==> src/rtl/pci_tgt_pkg.sv <==
package pci_tgt_pkg;
  typedef enum logic [1:0] {
    SEL_SIZE = 2'd0,
    SEL_BUS  = 2'd1,
    SEL_LOC  = 2'd2,
    SEL_NONE = 2'd3
  } cfg_sel_e;

  localparam int unsigned ATTR_BITS = 4;  // low bits of size value that are not mask
  localparam int unsigned PREF_BIT  = 3;
endpackage

==> src/rtl/pci_tgt_win_regs.sv <==
module pci_tgt_win_regs
  import pci_tgt_pkg::*;
#(
  parameter int unsigned NUM_WIN = 6,
  parameter int unsigned ADDR_W  = 32,
  parameter int unsigned WIN_W   = 3
) (
  input  logic              clk_i,
  input  logic              rst_ni,
  input  logic              we_i,
  input  logic [WIN_W-1:0]  win_i,
  input  logic [1:0]        sel_i,
  input  logic [ADDR_W-1:0] data_i,
  output logic [ADDR_W-1:0] mask_o [NUM_WIN],
  output logic              pref_o [NUM_WIN],
  output logic [ADDR_W-1:0] bus_o  [NUM_WIN],
  output logic [ADDR_W-1:0] loc_o  [NUM_WIN]
);
  for (genvar g = 0; g < NUM_WIN; g++) begin : g_win
    logic hit_wr;
    assign hit_wr = we_i && (win_i == WIN_W'(g));

    always_ff @(posedge clk_i or negedge rst_ni) begin
      if (!rst_ni) begin
        mask_o[g] <= '0;
        pref_o[g] <= 1'b0;
        bus_o[g]  <= '0;
        loc_o[g]  <= '0;
      end else if (hit_wr) begin
        unique case (cfg_sel_e'(sel_i))
          SEL_SIZE: begin
            mask_o[g] <= {data_i[ADDR_W-1:ATTR_BITS], {ATTR_BITS{1'b0}}};
            pref_o[g] <= data_i[PREF_BIT];
          end
          SEL_BUS:  bus_o[g] <= data_i;
          SEL_LOC:  loc_o[g] <= data_i;
          default:  ;
        endcase
      end
    end
  end
endmodule

==> src/rtl/pci_tgt_win_match.sv <==
module pci_tgt_win_match #(
  parameter int unsigned NUM_WIN = 6,
  parameter int unsigned ADDR_W  = 32
) (
  input  logic [ADDR_W-1:0] addr_i,
  input  logic [ADDR_W-1:0] mask_i [NUM_WIN],
  input  logic [ADDR_W-1:0] bus_i  [NUM_WIN],
  output logic [NUM_WIN-1:0] hit_o
);
  for (genvar g = 0; g < NUM_WIN; g++) begin : g_cmp
    logic en;
    assign en       = |mask_i[g];  // zero size disables the window
    assign hit_o[g] = en && ((addr_i & mask_i[g]) == (bus_i[g] & mask_i[g]));
  end
endmodule

==> src/rtl/pci_tgt_prio.sv <==
module pci_tgt_prio #(
  parameter int unsigned NUM_WIN = 6,
  parameter int unsigned WIN_W   = 3
) (
  input  logic [NUM_WIN-1:0] hit_i,
  output logic               any_o,
  output logic [WIN_W-1:0]   idx_o
);
  always_comb begin
    any_o = |hit_i;
    idx_o = '0;
    // walk down so the lowest matching index is written last
    for (int i = NUM_WIN - 1; i >= 0; i--) begin
      if (hit_i[i]) idx_o = WIN_W'(i);
    end
  end
endmodule

==> src/rtl/pci_tgt_xlat.sv <==
module pci_tgt_xlat #(
  parameter int unsigned NUM_WIN = 6,
  parameter int unsigned ADDR_W  = 32,
  localparam int unsigned WIN_W  = (NUM_WIN > 1) ? $clog2(NUM_WIN) : 1
) (
  input  logic              clk_i,
  input  logic              rst_ni,
  input  logic              cfg_we_i,
  input  logic [WIN_W-1:0]  cfg_win_i,
  input  logic [1:0]        cfg_sel_i,
  input  logic [ADDR_W-1:0] cfg_data_i,
  input  logic              req_valid_i,
  input  logic [ADDR_W-1:0] req_addr_i,
  output logic              rsp_valid_o,
  output logic              hit_o,
  output logic [WIN_W-1:0]  win_o,
  output logic [ADDR_W-1:0] xlat_addr_o,
  output logic              pref_o
);
  logic [ADDR_W-1:0]  mask [NUM_WIN];
  logic               pref [NUM_WIN];
  logic [ADDR_W-1:0]  bus  [NUM_WIN];
  logic [ADDR_W-1:0]  loc  [NUM_WIN];
  logic [NUM_WIN-1:0] hit_vec;
  logic               any_hit;
  logic [WIN_W-1:0]   sel_idx;
  logic [ADDR_W-1:0]  sel_mask, sel_loc, xlat_d;
  logic               sel_pref, take;

  pci_tgt_win_regs #(.NUM_WIN(NUM_WIN), .ADDR_W(ADDR_W), .WIN_W(WIN_W)) u_regs (
    .clk_i  (clk_i),
    .rst_ni (rst_ni),
    .we_i   (cfg_we_i),
    .win_i  (cfg_win_i),
    .sel_i  (cfg_sel_i),
    .data_i (cfg_data_i),
    .mask_o (mask),
    .pref_o (pref),
    .bus_o  (bus),
    .loc_o  (loc)
  );

  pci_tgt_win_match #(.NUM_WIN(NUM_WIN), .ADDR_W(ADDR_W)) u_match (
    .addr_i (req_addr_i),
    .mask_i (mask),
    .bus_i  (bus),
    .hit_o  (hit_vec)
  );

  pci_tgt_prio #(.NUM_WIN(NUM_WIN), .WIN_W(WIN_W)) u_prio (
    .hit_i (hit_vec),
    .any_o (any_hit),
    .idx_o (sel_idx)
  );

  always_comb begin
    sel_mask = '0;
    sel_loc  = '0;
    sel_pref = 1'b0;
    for (int i = 0; i < NUM_WIN; i++) begin
      if (sel_idx == WIN_W'(i)) begin
        sel_mask = mask[i];
        sel_loc  = loc[i];
        sel_pref = pref[i];
      end
    end
    xlat_d = (sel_loc & sel_mask) | (req_addr_i & ~sel_mask);
    take   = req_valid_i && any_hit;
  end

  always_ff @(posedge clk_i or negedge rst_ni) begin
    if (!rst_ni) begin
      rsp_valid_o <= 1'b0;
      hit_o       <= 1'b0;
      win_o       <= '0;
      xlat_addr_o <= '0;
      pref_o      <= 1'b0;
    end else begin
      rsp_valid_o <= req_valid_i;
      hit_o       <= take;
      win_o       <= take ? sel_idx  : '0;
      xlat_addr_o <= take ? xlat_d   : '0;
      pref_o      <= take && sel_pref;
    end
  end
endmodule

==> config.mk <==
export PLATFORM = sky130hd
export DESIGN_NAME = pci_tgt_xlat
export DESIGN_NICKNAME = d
export VERILOG_FILES = /design/src/rtl/pci_tgt_pkg.sv /design/src/rtl/pci_tgt_win_regs.sv /design/src/rtl/pci_tgt_win_match.sv /design/src/rtl/pci_tgt_prio.sv /design/src/rtl/pci_tgt_xlat.sv
export SDC_FILE = /design/constraint.sdc
export NUM_CORES = 1
export LEC_CHECK = 0
export BUFFER_PORTS_ARGS = -buffer_cell sky130_fd_sc_hd__buf_2
export CORE_MARGIN = 1
export CORE_UTILIZATION = 45
export DETAILED_ROUTE_END_ITERATION = 10
export PLACE_DENSITY = 0.71
export RECOVER_POWER = 50
export REMOVE_ABC_BUFFERS = 1
export SLEW_MARGIN = 20
export SYNTH_ARGS = -nofsm -noshare
export SYNTH_HDL_FRONTEND = slang
export SYNTH_HIERARCHICAL = 1
export SYNTH_SLANG_ARGS = --single-unit
==> constraint.sdc <==
create_clock -name clk_i -period 4.5 [get_ports clk_i]
set_input_delay 0.45 -clock clk_i [delete_from_list [all_inputs] [get_ports clk_i]]
set_output_delay 0.45 -clock clk_i [all_outputs]
set_load 0.03 [all_outputs]
Word level (Yosys, flattened, before mapping)
Index checks and enable logic that the tools add are counted.

word-level totals
  output and inout port bits = 38
  bits in registers = 596
  input bits = 73
  word-level logic and storage cells = 131

operators by class
  equality and inequality tests = 18
  reductions and logical operators = 42
  bitwise gates (word level) = 16
  muxes and demuxes = 26

operators by type and width
  kind                number
  $and 32x32->32      14
  $mux 32             13
  $eq 32x32->1        6
  $reduce_or 28->1    6
  $reduce_and 2->1    18
  $not 32->32         1
  $or 32x32->32       1
  $mux 3              7
  $logic_and 1x1->1   14
  $eq 3x2->1 const B  4
  $eq 3x3->1 const B  4
  $eq 3x1->1 const B  2
  $logic_not 3->1     2
  $mux 1              6
  $reduce_or 6->1     1
  $eq 2x1->1 const B  1
  $eq 2x2->1 const B  1
  $logic_not 2->1     1

Longest topological paths before layout
  word-level depth = 20
  mapped depth = 15
  depth with buffers taken out = 11

By module
Netlist, hierarchy kept.

by module, submodules not included
  module             area an instance (µm²)  seq. area each (µm²)  times used  cells an instance
  pci_tgt_win_regs   21120.3                 13963.4               1           1257
  pci_tgt_xlat       4892.2                  950.9                 1           522
  pci_tgt_win_match  3220.6                  0.0                   1           407
  pci_tgt_prio       52.6                    0.0                   1           10

Least setup slack after synthesis
OpenSTA, ideal clock, no wires.

  path type = input -> register
  from = input port req_addr_i[29]
  to = register xlat_addr_o[30]
  path buffers = 4
  setup slack = 1317 ps
  library setup time = 126 ps
  data required time = 4374 ps
  arrival time = 3057 ps
  stages = 14
  cell sequence = buf_2 -> xor2_1 -> a22o_1 -> a221oi_1 -> o2111ai_1 -> nor3_1 -> nor2_1 -> a221oi_1 -> buf_6 -> buf_12 -> buf_8 -> mux2i_1 -> o22ai_1 -> o311a_1

between the ends
  elaborated cells between the ends (all ways) = 49
  classes of those cells = eq/ne: 11; mux: 19; bitwise: 10; reduce/logical: 9

RTL lines
  item                      RTL line                 text
  start: declaration        pci_tgt_xlat.sv:13       input logic [ADDR_W-1:0] req_addr_i,
  $and 32x32->32 (*)        pci_tgt_win_match.sv:13  assign hit_o[g] = en && ((addr_i & mask_i[g]) == (bus_i[g] & mask_i[g]));
  $eq 32x32->1 (*)          pci_tgt_win_match.sv:13
  $logic_and 1x1->1 (*)     pci_tgt_win_match.sv:13
  net hit_vec[1]            pci_tgt_xlat.sv:24       logic [NUM_WIN-1:0] hit_vec;
  $mux 3 (*) (2 in series)  pci_tgt_prio.sv:14       if (hit_i[i]) idx_o = WIN_W'(i);
  net sel_idx[0]            pci_tgt_xlat.sv:26       logic [WIN_W-1:0] sel_idx;
  $logic_not 3->1           pci_tgt_xlat.sv:61       if (sel_idx == WIN_W'(i)) begin
  $mux 32 (6 in series)     pci_tgt_xlat.sv:61
  $not 32->32               pci_tgt_xlat.sv:67       xlat_d = (sel_loc & sel_mask) | (req_addr_i & ~sel_mask);
  $and 32x32->32            pci_tgt_xlat.sv:67
  $or 32x32->32 (*)         pci_tgt_xlat.sv:67
  $mux 32 (*)               pci_tgt_xlat.sv:82       xlat_addr_o <= take ? xlat_d : '0;
  end signal: assignment    pci_tgt_xlat.sv:82
  end: declaration          pci_tgt_xlat.sv:17       output logic [ADDR_W-1:0] xlat_addr_o,

The timed path passes the listed nets; every way through them passes the cells marked *.
A chain may end at the register's enable or synchronous reset.

Worst setup path in the final report
  from = register u_regs/mask_o[83] in the netlist's numbering
  to = register xlat_addr_o[4]

between the ends
  cells in the longest elaborated chain, start to end = 18
  elaborated cells between the ends (all ways) = 34
  classes of those cells = eq/ne: 6; mux: 17; bitwise: 6; reduce/logical: 5

ends and longest elaborated chain
  item                              RTL line                 text
  start: declaration                pci_tgt_win_regs.sv:14   output logic [ADDR_W-1:0] mask_o [NUM_WIN],
  start signal: indexed assignment  pci_tgt_win_regs.sv:32   mask_o[g] <= {data_i[ADDR_W-1:ATTR_BITS], {ATTR_BITS{1'b0}}};
  $and 32x32->32                    pci_tgt_win_match.sv:13
  $eq 32x32->1                      pci_tgt_win_match.sv:13
  $logic_and 1x1->1 (*)             pci_tgt_win_match.sv:13
  net hit_vec[3]                    pci_tgt_xlat.sv:24
  $mux 3 (*) (4 in series)          pci_tgt_prio.sv:14
  net sel_idx[2]                    pci_tgt_xlat.sv:26
  $logic_not 3->1                   pci_tgt_xlat.sv:61
  $mux 32 (6 in series)             pci_tgt_xlat.sv:61
  $not 32->32                       pci_tgt_xlat.sv:67
  $and 32x32->32                    pci_tgt_xlat.sv:67
  $or 32x32->32 (*)                 pci_tgt_xlat.sv:67
  $mux 32 (*)                       pci_tgt_xlat.sv:82

Marks and branches as above.

==> impl_metrics.toml <==
[run_status]
status = "finished, violations left"
violations = "capacitance limit, slew limit"

[critical_path]
worstSetupEndpointType = "flop"
worstSetupPathType = "flop to flop"
worstPathMaxFanout = 15
worstPathRequired_ps = 4980
start_kind = "flop"
cp.arrival_ps = 4670

[clocking]
clock_path_buffers = 3
h-tree-depth = 3
cts.sink_count = 596
cts_buffers = 66
cts-resized-gates = 0
insertion_delay_ps = 630
clockRootBuffer = "clkbuf_16"
cts_tree = "done"
clk_pin_slew_ps = 60

[cells_and_area]
insertedDiodeCount = 0
stdcell_area_mm2 = 0.0327
most-common-layout-cells = "dfrtp_1 (596), mux2_2 (544), xor2_1 (192)"
nets = 2350
final_common_cell = "dfrtp_1"
final_util_pct = 50.8
syn_to_final_growth_pct = 11.7
drive_gt1_share_pct = 37.4

[logic_synthesis]
yosys-top-cells-area = "dfrtp_1 (51%), mux2_2 (21%), mux2i_1 (6.5%)"
synth_top_area_cell = "dfrtp_1"
netlist_area_mm2 = 0.0293
post-synth-top-area-fraction_pct = 50.9
synth_edf_count = 0
yosys_warnings = 6
synth-seq-cells = 596
synth.avg_cell_area_um2 = 13.3
synthFlopType = "dfrtp_1"
postSynthCellCount = 2196
async_flop_share_pct = 100
synth_seq_area_share_pct = 50.9
synth.distinct_cells = 54

[global_routing]
grt_max_degree = 123
grt_overflow = 0
antenna_found_initial = 6
grt_usage_pct = 30.4
grt_pass1_vias = 20400
grt_first_pass_wirelength_mm = 146

[worst_hold_path]
hold_class = "input port to flop"

[placement]
dp_hpwl_mm = 69.8
place_congestion = 1.00
dp_worst_setup_slack_ps = 244
io_buffers = 110
place_area_mm2 = 0.0306

[detailed_routing]
drtAntennaViolNets = 0
wl_met1_mm = 41.8
dr.pass1.iters = 5
via_per_inst = 6.23
drtIter0Drc = 1742
met3WireLength_mm = 6.78
drcViolationCount = 0
top_layer = "met5"
wl_mm = 100
wl_per_cell_um = 31.5
wl_met2_mm = 46.2
num_vias = 19800

[die]
rows = 93
dieArea_mm2 = 0.0661
die_width_um = 257
core-area_mm2 = 0.0643
start_util_pct = 45.5
io-pin-count = 111
chipHeight_um = 257

[pwr]
leakage_nw = 14.5
p_per_area_mw_per_mm2 = 515
peakVddDrop_mv = 0.299
p_total_mw = 16.8

[timing]
rsz0062_at_grt = "no"
clock_skew_ps = 27.6
fin_crit_ps = 4190
setup_tns_ps = 0
max_slew.worst_pin.slew_ps = 3850
drv_slew = 340
timing.fmax_ghz = 0.239
finalHoldViolCount = 0
relSlewSlack_pct = -157
finalCritPeriodShare_pct = 93.1
setup_ws_ps = 313
setup_viol = 0

[job]
maxCapViolations = 11
sequential cells by signal, indices dropped and copies added (netlist names):
name / cells
rsp_valid_o: 1
xlat_addr_o: 32
u_regs/mask_o: 168
pref_o: 1
hit_o: 1
u_regs/pref_o: 6
u_regs/loc_o: 192
u_regs/bus_o: 192
win_o: 3
worst max-delay path, cell delays in order, from the launching register on:
cell       delay, ps
dfrtp_1          480
nor4_1           760
nand4_1          250
o2111ai_1        300
nor4_1           130
or4_1            580
nor2_4           290
nand2b_2         290
buf_12           270
o22ai_1          190
nor2_1            70
a311oi_1         420
synth_stat cells (all sizes together) (2+ instances only):
| cell type | n |
|---|---|
| dfrtp | 596 |
| mux2 | 558 |
| xor2 | 192 |
| mux2i | 191 |
| buf | 131 |
| a22oi | 92 |
| clkbuf | 64 |
| nor2 | 54 |
| nor4 | 51 |
| o21ai | 38 |
| a21oi | 32 |
| nand4 | 30 |
| o22ai | 26 |
| a221oi | 22 |
| a22o | 21 |
| a311oi | 18 |
| nand2 | 14 |
| o211ai | 7 |
| or3b | 7 |
| a21bo | 6 |
| nor3 | 6 |
| o2111ai | 6 |
| and3 | 5 |
| nand2b | 5 |
| and4bb | 3 |
| inv | 3 |
| nand3 | 3 |
| a211oi | 2 |
| nand4b | 2 |
| nor2b | 2 |
through the flow:
step,hold WS (ps),instances
floorplan,154,2024
global placement,467,3061
detailed placement,482,3061
CTS,39.4,3178
global route,233,3180
finish,243,3180
repair_timing:
item / in CTS / in global routing
hold buffers: 1 / 1
hold endpoints to repair: 1 / 54
buffers inserted: 0 / 0
where the power goes:
part	switching, mW	internal, mW	total, mW
sequential	1.03	6.37	7.40
combinational	2.18	1.83	4.01
clock	2.27	3.16	5.43
total	5.48	11.4	16.8
layer usage:
metal	track usage (%)	up-vias
met5	0	-
met4	14.9	12
met3	6.20	269
met2	47.6	880
met1	40.3	10500
li1	-	8174
cell families after synthesis:
| group | count (synthesis) | share of synthesized area (%) |
|---|---|---|
| buf+inv | 198 | 4.30 |
| xor+xnor | 192 | 5.74 |
| mux | 750 | 28.2 |
| compound gates | 272 | 7.19 |
| flops | 596 | 50.9 |
| other cells | 1 | 0.0128 |
| simple gates | 187 | 3.65 |
cell type report:
class / instances / area, µm²
clock buffer: 93 / 1880
multi-input combinational: 1425 / 13300
inverter: 3 / 11.3
clock inverter: 23 / 279
fill: 5495 / 31600
sequential: 596 / 14900
tap: 855 / 1070
timing repair buffer: 185 / 1300
path summary, 6_finish.rpt:
path / from / end / slack, ps / cells after the start
max: u_regs/mask_o[83] / xlat_addr_o[4] / 310 / 11
min: req_addr_i[16] / xlat_addr_o[16] / 240 / 3
max reg2reg: u_regs/mask_o[83] / xlat_addr_o[4] / 310 / 11
min reg2reg: u_regs/loc_o[33] / u_regs/loc_o[33] / 490 / 1
max in group asynchronous: rst_ni / u_regs/loc_o[111] / 600 / 4
min in group asynchronous: rst_ni / u_regs/bus_o[32] / 1730 / 2
(Power assumes the default switching activity.)
